## config.mk

```make
export PLATFORM = sky130hd
export DESIGN_NAME = flash_wr_seq
export DESIGN_NICKNAME = d
export VERILOG_FILES = /design/src/rtl/wseq_pkg.sv /design/src/rtl/wseq_page_buf.sv /design/src/rtl/wseq_ctrl.sv /design/src/rtl/wseq_port.sv /design/src/rtl/flash_wr_seq.sv
export SDC_FILE = /design/constraint.sdc
export NUM_CORES = 2
export LEC_CHECK = 0
export BUFFER_PORTS_ARGS = -buffer_cell sky130_fd_sc_hd__buf_4
export CORE_AREA = 2 2 631 633
export CTS_BUF_LIST = sky130_fd_sc_hd__clkbuf_8
export CTS_CLUSTER_SIZE = 40
export DETAILED_ROUTE_END_ITERATION = 6
export DIE_AREA = 0 0 633 635
export GPL_TIMING_DRIVEN = 0
export PLACE_DENSITY_LB_ADDON = 0.1
export SLEW_MARGIN = 0
export SYNTH_ARGS = -nofsm -noshare
export SYNTH_HDL_FRONTEND = slang
export SYNTH_SLANG_ARGS = --single-unit
```

## constraint.sdc

```tcl
create_clock -name clk -period 4.31 [get_ports clk]
set_input_delay 0.862 -clock clk [delete_from_list [all_inputs] [get_ports clk]]
set_output_delay 0.862 -clock clk [all_outputs]
set_load 0.01 [all_outputs]
```

## src/rtl/wseq_pkg.sv

```systemverilog
package wseq_pkg;

  typedef enum logic [1:0] {
    OP_PROG   = 2'b00,
    OP_SERASE = 2'b01,
    OP_CERASE = 2'b10,
    OP_STAT   = 2'b11
  } wseq_op_e;

  typedef enum logic [2:0] {
    ST_IDLE,
    ST_LOAD,
    ST_ARMED,
    ST_SWEEP,
    ST_HOLD
  } wseq_st_e;

endpackage

```

## src/rtl/wseq_page_buf.sv

```systemverilog
// Page staging buffer: data bytes plus a per-offset "loaded" mask.
module wseq_page_buf #(
  parameter int PAGE_W = 8
) (
  input  logic              clk,
  input  logic              rst_n,
  input  logic              clear,
  input  logic [PAGE_W-1:0] start_off,
  input  logic              ld_en,
  input  logic [7:0]        ld_data,
  input  logic [PAGE_W-1:0] rd_off,
  output logic [7:0]        rd_data,
  output logic              rd_hit,
  output logic [PAGE_W:0]   loaded_cnt
);
  localparam int DEPTH = 1 << PAGE_W;

  logic [7:0]        data_q [DEPTH];
  logic [DEPTH-1:0]  hit_q;
  logic [PAGE_W-1:0] ptr_q;
  logic [PAGE_W:0]   cnt_q;

  always_ff @(posedge clk) begin
    if (ld_en) data_q[ptr_q] <= ld_data;
  end

  always_ff @(posedge clk or negedge rst_n) begin
    if (!rst_n) begin
      hit_q <= '0;
      ptr_q <= '0;
      cnt_q <= '0;
    end else if (clear) begin
      hit_q <= '0;
      ptr_q <= start_off;
      cnt_q <= '0;
    end else if (ld_en) begin
      hit_q[ptr_q] <= 1'b1;
      ptr_q        <= ptr_q + 1'b1;   // wraps inside the page
      if (!hit_q[ptr_q]) cnt_q <= cnt_q + 1'b1;
    end
  end

  assign rd_data    = data_q[rd_off];
  assign rd_hit     = hit_q[rd_off];
  assign loaded_cnt = cnt_q;
endmodule

```

## src/rtl/wseq_ctrl.sv

```systemverilog
// Command/cycle controller: arm, start on aligned CS rise, sweep, hold.
module wseq_ctrl
  import wseq_pkg::*;
#(
  parameter int          ADDR_W    = 17,
  parameter int          PAGE_W    = 8,
  parameter int          SECT_W    = 15,
  parameter int          HOLD_W    = 32,
  parameter int unsigned T_PROG    = 600,
  parameter int unsigned T_SERASE  = 30000,
  parameter int unsigned T_CERASE  = 105000,
  parameter int unsigned T_STAT    = 1800
) (
  input  logic                     clk,
  input  logic                     rst_n,
  input  logic                     cmd_start,
  input  wseq_op_e                 cmd_op,
  input  logic [ADDR_W-1:PAGE_W]   cmd_page,
  input  logic                     cs_rise,
  input  logic                     cs_aligned,
  input  logic [PAGE_W:0]          loaded_cnt,
  output wseq_op_e                 op_q,
  output logic [ADDR_W-1:PAGE_W]   page_q,
  output logic [ADDR_W-1:0]        sweep_idx,
  output logic                     in_sweep,
  output logic                     buf_clear,
  output logic                     in_ready,
  output logic                     busy,
  output logic                     cycle_done
);
  localparam int CW          = ADDR_W + 1;
  localparam int PAGE_BYTES  = 1 << PAGE_W;
  localparam int SECT_BYTES  = 1 << SECT_W;
  localparam int ARRAY_BYTES = 1 << ADDR_W;

  wseq_st_e          st_q;
  logic [CW-1:0]     swp_q;
  logic [CW-1:0]     sweep_len;
  logic [HOLD_W-1:0] hold_q;
  logic [HOLD_W-1:0] hold_len_q;
  logic [HOLD_W-1:0] hold_len_d;
  logic              start_ok;
  logic              armed;

  always_comb begin
    case (op_q)
      OP_PROG:   sweep_len = CW'(PAGE_BYTES);
      OP_SERASE: sweep_len = CW'(SECT_BYTES);
      OP_CERASE: sweep_len = CW'(ARRAY_BYTES);
      default:   sweep_len = '0;
    endcase
  end

  always_comb begin
    case (op_q)
      OP_PROG:   hold_len_d = HOLD_W'(loaded_cnt) * HOLD_W'(T_PROG);
      OP_SERASE: hold_len_d = HOLD_W'(T_SERASE);
      OP_CERASE: hold_len_d = HOLD_W'(T_CERASE);
      default:   hold_len_d = HOLD_W'(T_STAT);
    endcase
  end

  assign armed    = (st_q == ST_LOAD) || (st_q == ST_ARMED);
  assign start_ok = cs_rise && cs_aligned &&
                    ((op_q != OP_PROG) || (loaded_cnt != '0));

  always_ff @(posedge clk or negedge rst_n) begin
    if (!rst_n) begin
      st_q       <= ST_IDLE;
      op_q       <= OP_PROG;
      page_q     <= '0;
      swp_q      <= '0;
      hold_q     <= '0;
      hold_len_q <= '0;
      cycle_done <= 1'b0;
    end else begin
      cycle_done <= 1'b0;
      case (st_q)
        ST_IDLE: begin
          if (cmd_start) begin
            op_q   <= cmd_op;
            page_q <= cmd_page;
            st_q   <= (cmd_op == OP_PROG) ? ST_LOAD : ST_ARMED;
          end
        end
        ST_LOAD, ST_ARMED: begin
          if (cs_rise) begin
            if (start_ok) begin
              swp_q      <= '0;
              hold_q     <= '0;
              hold_len_q <= hold_len_d;
              st_q       <= (op_q == OP_STAT) ? ST_HOLD : ST_SWEEP;
            end else begin
              st_q <= ST_IDLE;          // misaligned or empty: drop
            end
          end
        end
        ST_SWEEP: begin
          if (swp_q == sweep_len - CW'(1)) st_q <= ST_HOLD;
          else                             swp_q <= swp_q + CW'(1);
        end
        ST_HOLD: begin
          if (hold_q == hold_len_q - HOLD_W'(1)) begin
            st_q       <= ST_IDLE;
            cycle_done <= 1'b1;
          end else begin
            hold_q <= hold_q + HOLD_W'(1);
          end
        end
        default: st_q <= ST_IDLE;
      endcase
    end
  end

  assign sweep_idx = swp_q[ADDR_W-1:0];
  assign in_sweep  = (st_q == ST_SWEEP);
  assign busy      = (st_q == ST_SWEEP) || (st_q == ST_HOLD);
  assign buf_clear = (st_q == ST_IDLE) && cmd_start && (cmd_op == OP_PROG);
  assign in_ready  = (st_q == ST_LOAD) && !cs_rise;

  logic unused_armed;
  assign unused_armed = armed;
endmodule

```

## src/rtl/wseq_port.sv

```systemverilog
// Array port: address, write strobe and read-modify-write data per sweep step.
module wseq_port
  import wseq_pkg::*;
#(
  parameter int ADDR_W = 17,
  parameter int PAGE_W = 8,
  parameter int SECT_W = 15
) (
  input  wseq_op_e                        op_q,
  input  logic [ADDR_W-1:PAGE_W]          page_q,
  input  logic [ADDR_W-1:0]               sweep_idx,
  input  logic                            in_sweep,
  input  logic [(1<<(ADDR_W-SECT_W))-1:0] sect_lock,
  input  logic [7:0]                      buf_data,
  input  logic                            buf_hit,
  input  logic [7:0]                      mem_rdata,
  output logic [PAGE_W-1:0]               buf_off,
  output logic [ADDR_W-1:0]               mem_addr,
  output logic                            mem_we,
  output logic [7:0]                      mem_wdata
);
  localparam int SX_W  = ADDR_W - SECT_W;
  localparam int NSECT = 1 << SX_W;

  logic [NSECT-1:0] lock_sel;
  logic             cur_locked;

  for (genvar i = 0; i < NSECT; i++) begin : g_lock
    assign lock_sel[i] = sect_lock[i] && (sweep_idx[ADDR_W-1:SECT_W] == SX_W'(i));
  end
  assign cur_locked = |lock_sel;

  assign buf_off = sweep_idx[PAGE_W-1:0];

  always_comb begin
    mem_addr  = sweep_idx;
    mem_we    = 1'b0;
    mem_wdata = 8'hFF;
    case (op_q)
      OP_PROG: begin
        mem_addr  = {page_q, sweep_idx[PAGE_W-1:0]};
        mem_we    = in_sweep && buf_hit;
        mem_wdata = mem_rdata & buf_data;     // bits can only clear
      end
      OP_SERASE: begin
        mem_addr = {page_q[ADDR_W-1:SECT_W], sweep_idx[SECT_W-1:0]};
        mem_we   = in_sweep;
      end
      OP_CERASE: begin
        mem_addr = sweep_idx;
        mem_we   = in_sweep && !cur_locked;
      end
      default: mem_we = 1'b0;
    endcase
  end
endmodule

```

## src/rtl/flash_wr_seq.sv

```systemverilog
module flash_wr_seq
  import wseq_pkg::*;
#(
  parameter int          ADDR_W   = 17,
  parameter int          PAGE_W   = 8,
  parameter int          SECT_W   = 15,
  parameter int          HOLD_W   = 32,
  parameter int unsigned T_PROG   = 600,
  parameter int unsigned T_SERASE = 30000,
  parameter int unsigned T_CERASE = 105000,
  parameter int unsigned T_STAT   = 1800
) (
  input  logic                            clk,
  input  logic                            rst_n,
  input  logic                            cmd_start,
  input  logic [1:0]                      cmd_op,
  input  logic [ADDR_W-1:0]               cmd_addr,
  input  logic                            in_valid,
  output logic                            in_ready,
  input  logic [7:0]                      in_data,
  input  logic                            cs_rise,
  input  logic                            cs_aligned,
  input  logic [(1<<(ADDR_W-SECT_W))-1:0] sect_lock,
  output logic                            busy,
  output logic                            cycle_done,
  output logic [ADDR_W-1:0]               mem_addr,
  output logic                            mem_we,
  output logic [7:0]                      mem_wdata,
  input  logic [7:0]                      mem_rdata
);
  wseq_op_e                op_q;
  logic [ADDR_W-1:PAGE_W]  page_q;
  logic [ADDR_W-1:0]       sweep_idx;
  logic                    in_sweep;
  logic                    buf_clear;
  logic [PAGE_W:0]         loaded_cnt;
  logic [PAGE_W-1:0]       buf_off;
  logic [7:0]              buf_data;
  logic                    buf_hit;

  wseq_ctrl #(
    .ADDR_W(ADDR_W), .PAGE_W(PAGE_W), .SECT_W(SECT_W), .HOLD_W(HOLD_W),
    .T_PROG(T_PROG), .T_SERASE(T_SERASE), .T_CERASE(T_CERASE), .T_STAT(T_STAT)
  ) u_ctrl (
    .clk        (clk),
    .rst_n      (rst_n),
    .cmd_start  (cmd_start),
    .cmd_op     (wseq_op_e'(cmd_op)),
    .cmd_page   (cmd_addr[ADDR_W-1:PAGE_W]),
    .cs_rise    (cs_rise),
    .cs_aligned (cs_aligned),
    .loaded_cnt (loaded_cnt),
    .op_q       (op_q),
    .page_q     (page_q),
    .sweep_idx  (sweep_idx),
    .in_sweep   (in_sweep),
    .buf_clear  (buf_clear),
    .in_ready   (in_ready),
    .busy       (busy),
    .cycle_done (cycle_done)
  );

  wseq_page_buf #(.PAGE_W(PAGE_W)) u_buf (
    .clk        (clk),
    .rst_n      (rst_n),
    .clear      (buf_clear),
    .start_off  (cmd_addr[PAGE_W-1:0]),
    .ld_en      (in_valid && in_ready),
    .ld_data    (in_data),
    .rd_off     (buf_off),
    .rd_data    (buf_data),
    .rd_hit     (buf_hit),
    .loaded_cnt (loaded_cnt)
  );

  wseq_port #(.ADDR_W(ADDR_W), .PAGE_W(PAGE_W), .SECT_W(SECT_W)) u_port (
    .op_q      (op_q),
    .page_q    (page_q),
    .sweep_idx (sweep_idx),
    .in_sweep  (in_sweep),
    .sect_lock (sect_lock),
    .buf_data  (buf_data),
    .buf_hit   (buf_hit),
    .mem_rdata (mem_rdata),
    .buf_off   (buf_off),
    .mem_addr  (mem_addr),
    .mem_we    (mem_we),
    .mem_wdata (mem_wdata)
  );
endmodule

```

---- Word-level counts from Yosys, hierarchy flattened ----
Memories as Yosys holds them, arrays and structs flattened.
Index checks and enable logic that the tools add are counted.
storage, ports and cells
  register bits ........................... 370
  memory bits (writable) .................. 2048
  output and inout port bits .............. 29
  word-level logic and storage cells ...... 115
  memories kept ........................... 1
memory list
  name          depth  width  rd ports  clocked after memory_dff  wr ports  line                 RTL
  u_buf.data_q  256    8      1         0                         1         wseq_page_buf.sv:18  logic [7:0] data_q [DEPTH];
operators by class
  add/sub/neg operators ................... 6
  multiply operators ...................... 1
  magnitude comparators ................... 3
  equal/unequal tests ..................... 20
  multiplexer cells ....................... 38
  bitwise logic cells ..................... 2
  reductions and logical operators ........ 34
operators by type and width
  kind                     count
  $mux W256                2
  $or A256 B256 Y256       1
  $mux W32                 3
  $pmux W32 S2             1
  $pmux W19 S3             1
  $mux W18                 3
  $pmux W18 S3             1
  $pmux W18 S2             1
  $pmux W17 S2             1
  $add A32 B1 Y32 const B  1
  $eq A32 B32 Y1           1
  $sub A32 B1 Y32 const B  1
  $mux W9                  3
  $mux W8                  3
  $add A18 B1 Y18 const B  1
  $eq A18 B18 Y1           1
  $lt A8 B9 Y1 const B     2
  $mux W3                  6
  $sub A18 B1 Y18 const B  1
  $bmux W1 S8              2
  $mul A9 B7 Y16 const B   1
  $logic_and A1 B1 Y1      13
  $ne A2 B2 Y1 const B     6
  $pmux W3 S4              1
  25 further kinds         47

---- Longest topological paths before layout ----
  depth in word-level cells ............... 7
  mapped depth ............................ 15

---- Hierarchy ----
From an unflattened synthesis, not the netlist that was laid out.
unflattened totals
  cell total of the unflattened synthesis .. 5138
  area, all modules ....................... 98952.4 µm²
by module, submodules not included
  module         times used  cells each  area each (µm²)  seq. area each (µm²)
  wseq_page_buf  1           4400        92503.7          68330.5
  wseq_ctrl      1           687         6082.1           2026.9
  wseq_port      1           50          360.3            0.0
  flash_wr_seq   1           1           6.3              0.0

---- Worst setup path before layout ----
No wires, ideal clock.
  path type ............................... reg-to-output
  from .................................... register u_ctrl.swp_q[0]
  to ...................................... output mem_wdata[0]
  arrival time ............................ 3.375 ns
  slack ................................... 0.073 ns
  cell stages (with the launch flop) ...... 12
  path buffers ............................ 5
  cell sequence ........................... dfrtp_1 -> clkbuf_1 -> buf_2 -> buf_4 -> buf_2 -> buf_1 -> mux4_2 -> mux4_2 -> a22oi_1 -> a21oi_1 -> o31ai_1 -> nand2_1
on the way
  word-level cells in the longest chain between the ends .. 3
ends and longest elaborated chain
  item                    line                RTL
  from (decl)             wseq_ctrl.sv:37     logic [CW-1:0] swp_q;
  from (signal assigned)  wseq_ctrl.sv:100    else swp_q <= swp_q + CW'(1);
  $mem_v2 Z256 W8         -
  $and A8 B8 Y8           wseq_port.sv:43     mem_wdata = mem_rdata & buf_data;
  $mux W8                 wseq_port.sv:39     case (op_q)
  to (decl)               flash_wr_seq.sv:28  output logic [7:0] mem_wdata,
Every way passes these cells.

---- Final worst setup path ----
  from .................................... register u_ctrl.swp_q[0]
  to ...................................... output mem_wdata[3]
Same word-level chain as after synthesis.

==> impl_metrics.env <==
export IMPL_postRouteAntennaNets=0
export IMPL_clockPowerShare_pct=29.8
export IMPL_synth_ff_type="edfxtp_1"
export IMPL_cp_required_ns=3.45
export IMPL_power_density_nw_per_um2=582
export IMPL_drive_above_1_share_pct=33.5
export IMPL_fp_dieH_um=635
export IMPL_antenna_found_initial=31
export IMPL_cts_path_max_buffers=4
export IMPL_dp_slack_ns=-3.81
export IMPL_dieWidth_um=633
export IMPL_core_area_um2=395000
export IMPL_fin_nets=6016
export IMPL_rows=231
export IMPL_place_area_um2=107000
export IMPL_grt_max_degree=148
export IMPL_p_leak_uw=0.0395
export IMPL_synth_cell_types=70
export IMPL_fillCellCount=38952
export IMPL_path_class="reg -> out"
export IMPL_grt_usage_pct=20.5
export IMPL_post_synth_cell_area_avg_um2=18.8
export IMPL_finalCriticalPeriod_ns=6.00
export IMPL_final_cells=11519
export IMPL_arrival_ns=5.14
export IMPL_routed_via_count=56696
export IMPL_rsz0062_at_grt="true"
export IMPL_ys_async_sr_fraction_pct=14.7
export IMPL_clk_latency_ns=1.11
export IMPL_ys_warn_count=0
export IMPL_max_cap_violations=1
export IMPL_grt_first_pass_wirelength_mm=550
export IMPL_status="complete, but fails checks"
export IMPL_vias_per_cell=4.92
export IMPL_fin_skew_ns=0.0741
export IMPL_violations="capacitance limit, setup timing"
export IMPL_initial_core_util_pct=24.9
export IMPL_overflow=0
export IMPL_tightest_slew_ns=1.49
export IMPL_fmax_ghz=0.167
export IMPL_relSlewSlack_pct=0.536
export IMPL_r2r_setup_slack_ns=-0.10
export IMPL_clock_sinks=2402
export IMPL_htree_levels=5
export IMPL_critPathMaxFanout=6
export IMPL_drtIter0Drc=6761
export IMPL_drt_drc_violations_left=0
export IMPL_synth_edf_count=2048
export IMPL_dieArea_um2=402000
export IMPL_dp_cells=10604
export IMPL_gp_congestion=0.877
export IMPL_ys_ff_latch=2402
export IMPL_fin_crit_sh_pct=139
export IMPL_avgRoutedWirePerCell_um=36.3
export IMPL_seq_area_frac_synth_pct=71.5
export IMPL_ctsRootBufferMaster="clkbuf_8"
export IMPL_p_int_uw=44600
export IMPL_timing_final_ws_setup_ns=-1.69
export IMPL_dp_hpwl_mm=285
export IMPL_pwr_share_comb_pct=32.8
export IMPL_p_sw_uw=25100
export IMPL_setup_tns_ns=-16.06
export IMPL_end_kind="primary output"
export IMPL_syn_inst=5226
export IMPL_hold_viol_final=0
export IMPL_numCtsBuffers=433
export IMPL_ios=74
export IMPL_irDropWorstVdd_uv=309
export IMPL_crit_path_start_kind="flip-flop"
export IMPL_hold_class="in -> reg"
export IMPL_report_final_slew_viol_count=0
export IMPL_swShare_pct=36.0
export IMPL_syn_num_nets=5334
export IMPL_setup_violations=49
export IMPL_port_buffer_count=73
export IMPL_final_area_um2=120000
export IMPL_wl_mm=419
export IMPL_syn_to_final_growth_pct=21.8
export IMPL_grt_pass1_vias=57142
export IMPL_clkTransAtPathRegs_ns=0.07
export IMPL_cts_tree="yes"
export IMPL_sequentialPowerShare_pct=37.5
export IMPL_firstDrtPassIters=6
export IMPL_synth_cell_area_um2=98400
power by group through the flow:
stage / clock [uW] / sequential, uW / combinational (uW)
global placement: 0 / 26600 / 19500
floorplan: 0 / 26300 / 9230
CTS: 21300 / 26100 / 22500
detailed placement: 0 / 26600 / 19900
finish: 20800 / 26100 / 22900
global route: 22300 / 26200 / 23300
cell usage in the layout (no fill, tap or decap), types with 16 or more instances in the layout:
| master | instances |
|---|---|
| clkbuf_1 | 71 |
| nor2_4 | 69 |
| dfrtp_1 | 347 |
| clkinv_2 | 38 |
| clkbuf_4 | 19 |
| nor2b_1 | 25 |
| mux4_2 | 764 |
| buf_4 | 149 |
| buf_12 | 60 |
| a22oi_1 | 49 |
| a22oi_2 | 16 |
| a21oi_1 | 37 |
| nor3_1 | 23 |
| ha_1 | 53 |
| nor2_2 | 154 |
| xor2_1 | 24 |
| clkbuf_2 | 30 |
| buf_6 | 46 |
| clkinv_1 | 91 |
| nor2_1 | 664 |
| nor4_1 | 18 |
| buf_16 | 58 |
| nand2_1 | 102 |
| inv_1 | 207 |
| buf_8 | 36 |
| mux2i_1 | 56 |
| nand3_1 | 40 |
| edfxtp_1 | 2048 |
| a22o_1 | 22 |
| o21ai_0 | 36 |
| nand2_2 | 17 |
| clkbuf_8 | 506 |
| xnor2_1 | 46 |
cell families after synthesis:
kind of cell             Yosys count  share of synthesized area, %
AND/OR/NAND/NOR                 1218                          5.17
XOR/XNOR                          71                         0.647
AO/OA/AOI/OAI                    286                          2.04
buffers and inverters            343                          1.50
adder cells (fa/ha/maj)           63                         0.869
multiplexers                     843                          18.3
flip-flops                      2402                          71.5
final cells by class:
type	count	area, um2	share of cell area (%)
buffer	302	3480	2.90
antenna	11	27.5	0.0230
clock inverter	332	1760	1.47
timing repair buffer	249	3160	2.64
sequential	2402	70400	58.7
multi-input combinational	2481	28000	23.4
tap	5242	6560	5.47
inverter	39	146	0.122
clock buffer	461	6340	5.29
per-layer routing:
metal | up-vias | wire length, um | GRT usage (%)
met5 | - | 37 | 0
met4 | 6 | 17500 | 7.76
met3 | 673 | 26600 | 3.89
met2 | 2226 | 190000 | 31.7
met1 | 31323 | 184000 | 28.4
li1 | 22468 | - | -
stage by stage:
step / util, % / total power, uW / hold slack, ns
2_1_floorplan: - / 35600 / 0.474
3_3_place_gp: 26.7 / 46100 / 0.491
3_5_place_dp: 27.1 / 46500 / 0.495
4_1_cts: 30.2 / 70000 / 0.0000674
5_1_grt: 30.4 / 71800 / 0.0651
6_report: 30.4 / 69700 / 0.116
worst paths after layout:
check                                       endpoint  depth (start not counted)               from
worst min register to register     u_ctrl.page_q[16]                          1  u_ctrl.page_q[16]
worst max-delay path                    mem_wdata[3]                         13    u_ctrl.swp_q[0]
worst max register to register  u_buf.data_q[151][6]                          5     u_buf.ptr_q[2]
worst min-delay path                  u_buf.ptr_q[1]                          3        cmd_addr[1]
min in group asynchronous            u_ctrl.swp_q[9]                          2              rst_n
max in group asynchronous           u_buf.hit_q[242]                          5              rst_n
timing repair:
item,4_1_cts,5_1_grt
gates resized for setup,827,105
setup buffers,64,33
hold buffers,15,0
endpoints found under the hold margin,84,0
cloned,0,1
pin swaps,27,9
endpoints found under the setup margin,2192,448
sequential cells by signal, summed over array words and instances, names as in the netlist:
| signal | count |
|---|---|
| u_ctrl.swp_q | 18 |
| u_ctrl.hold_q | 32 |
| u_ctrl.cycle_done | 1 |
| u_buf.hit_q | 256 |
| u_ctrl.st_q | 3 |
| u_ctrl.hold_len_q | 16 |
| u_ctrl.page_q | 9 |
| u_buf.loaded_cnt | 9 |
| u_buf.ptr_q | 8 |
| u_ctrl.op_q | 2 |
| u_buf.data_q | 2048 |
synthesized netlist by cell type (all sizes together) (18+ instances only):
cell | n | area share (%)
edfxtp | 2048 | 62
nor2 | 887 | 3.4
mux4 | 764 | 17
dfrtp | 354 | 9.0
clkbuf | 175 | 0.67
buf | 129 | 0.68
nand2 | 123 | 0.47
a22oi | 65 | 0.50
mux2i | 64 | 0.65
ha | 54 | 0.69
xnor2 | 46 | 0.41
a21oi | 45 | 0.23
o21ai | 42 | 0.21
nand3 | 41 | 0.21
inv | 39 | 0.15
nor3 | 27 | 0.15
nor2b | 25 | 0.16
xor2 | 24 | 0.21
a22o | 23 | 0.20
o31ai | 19 | 0.14
nor4 | 18 | 0.11
critical path, stage by stage (launching register included):
cell     delay (ns)
dfrtp_4        0.54
buf_12         0.24
buf_12         0.14
buf_16         0.15
buf_16         0.15
buf_12         0.16
mux4_2         0.51
mux4_2         0.59
a22oi_2        0.28
nand2_2        0.14
a21o_1         0.26
o31ai_2        0.28
nand2_2        0.24
buf_6          0.24
(Power assumes the default switching activity.)
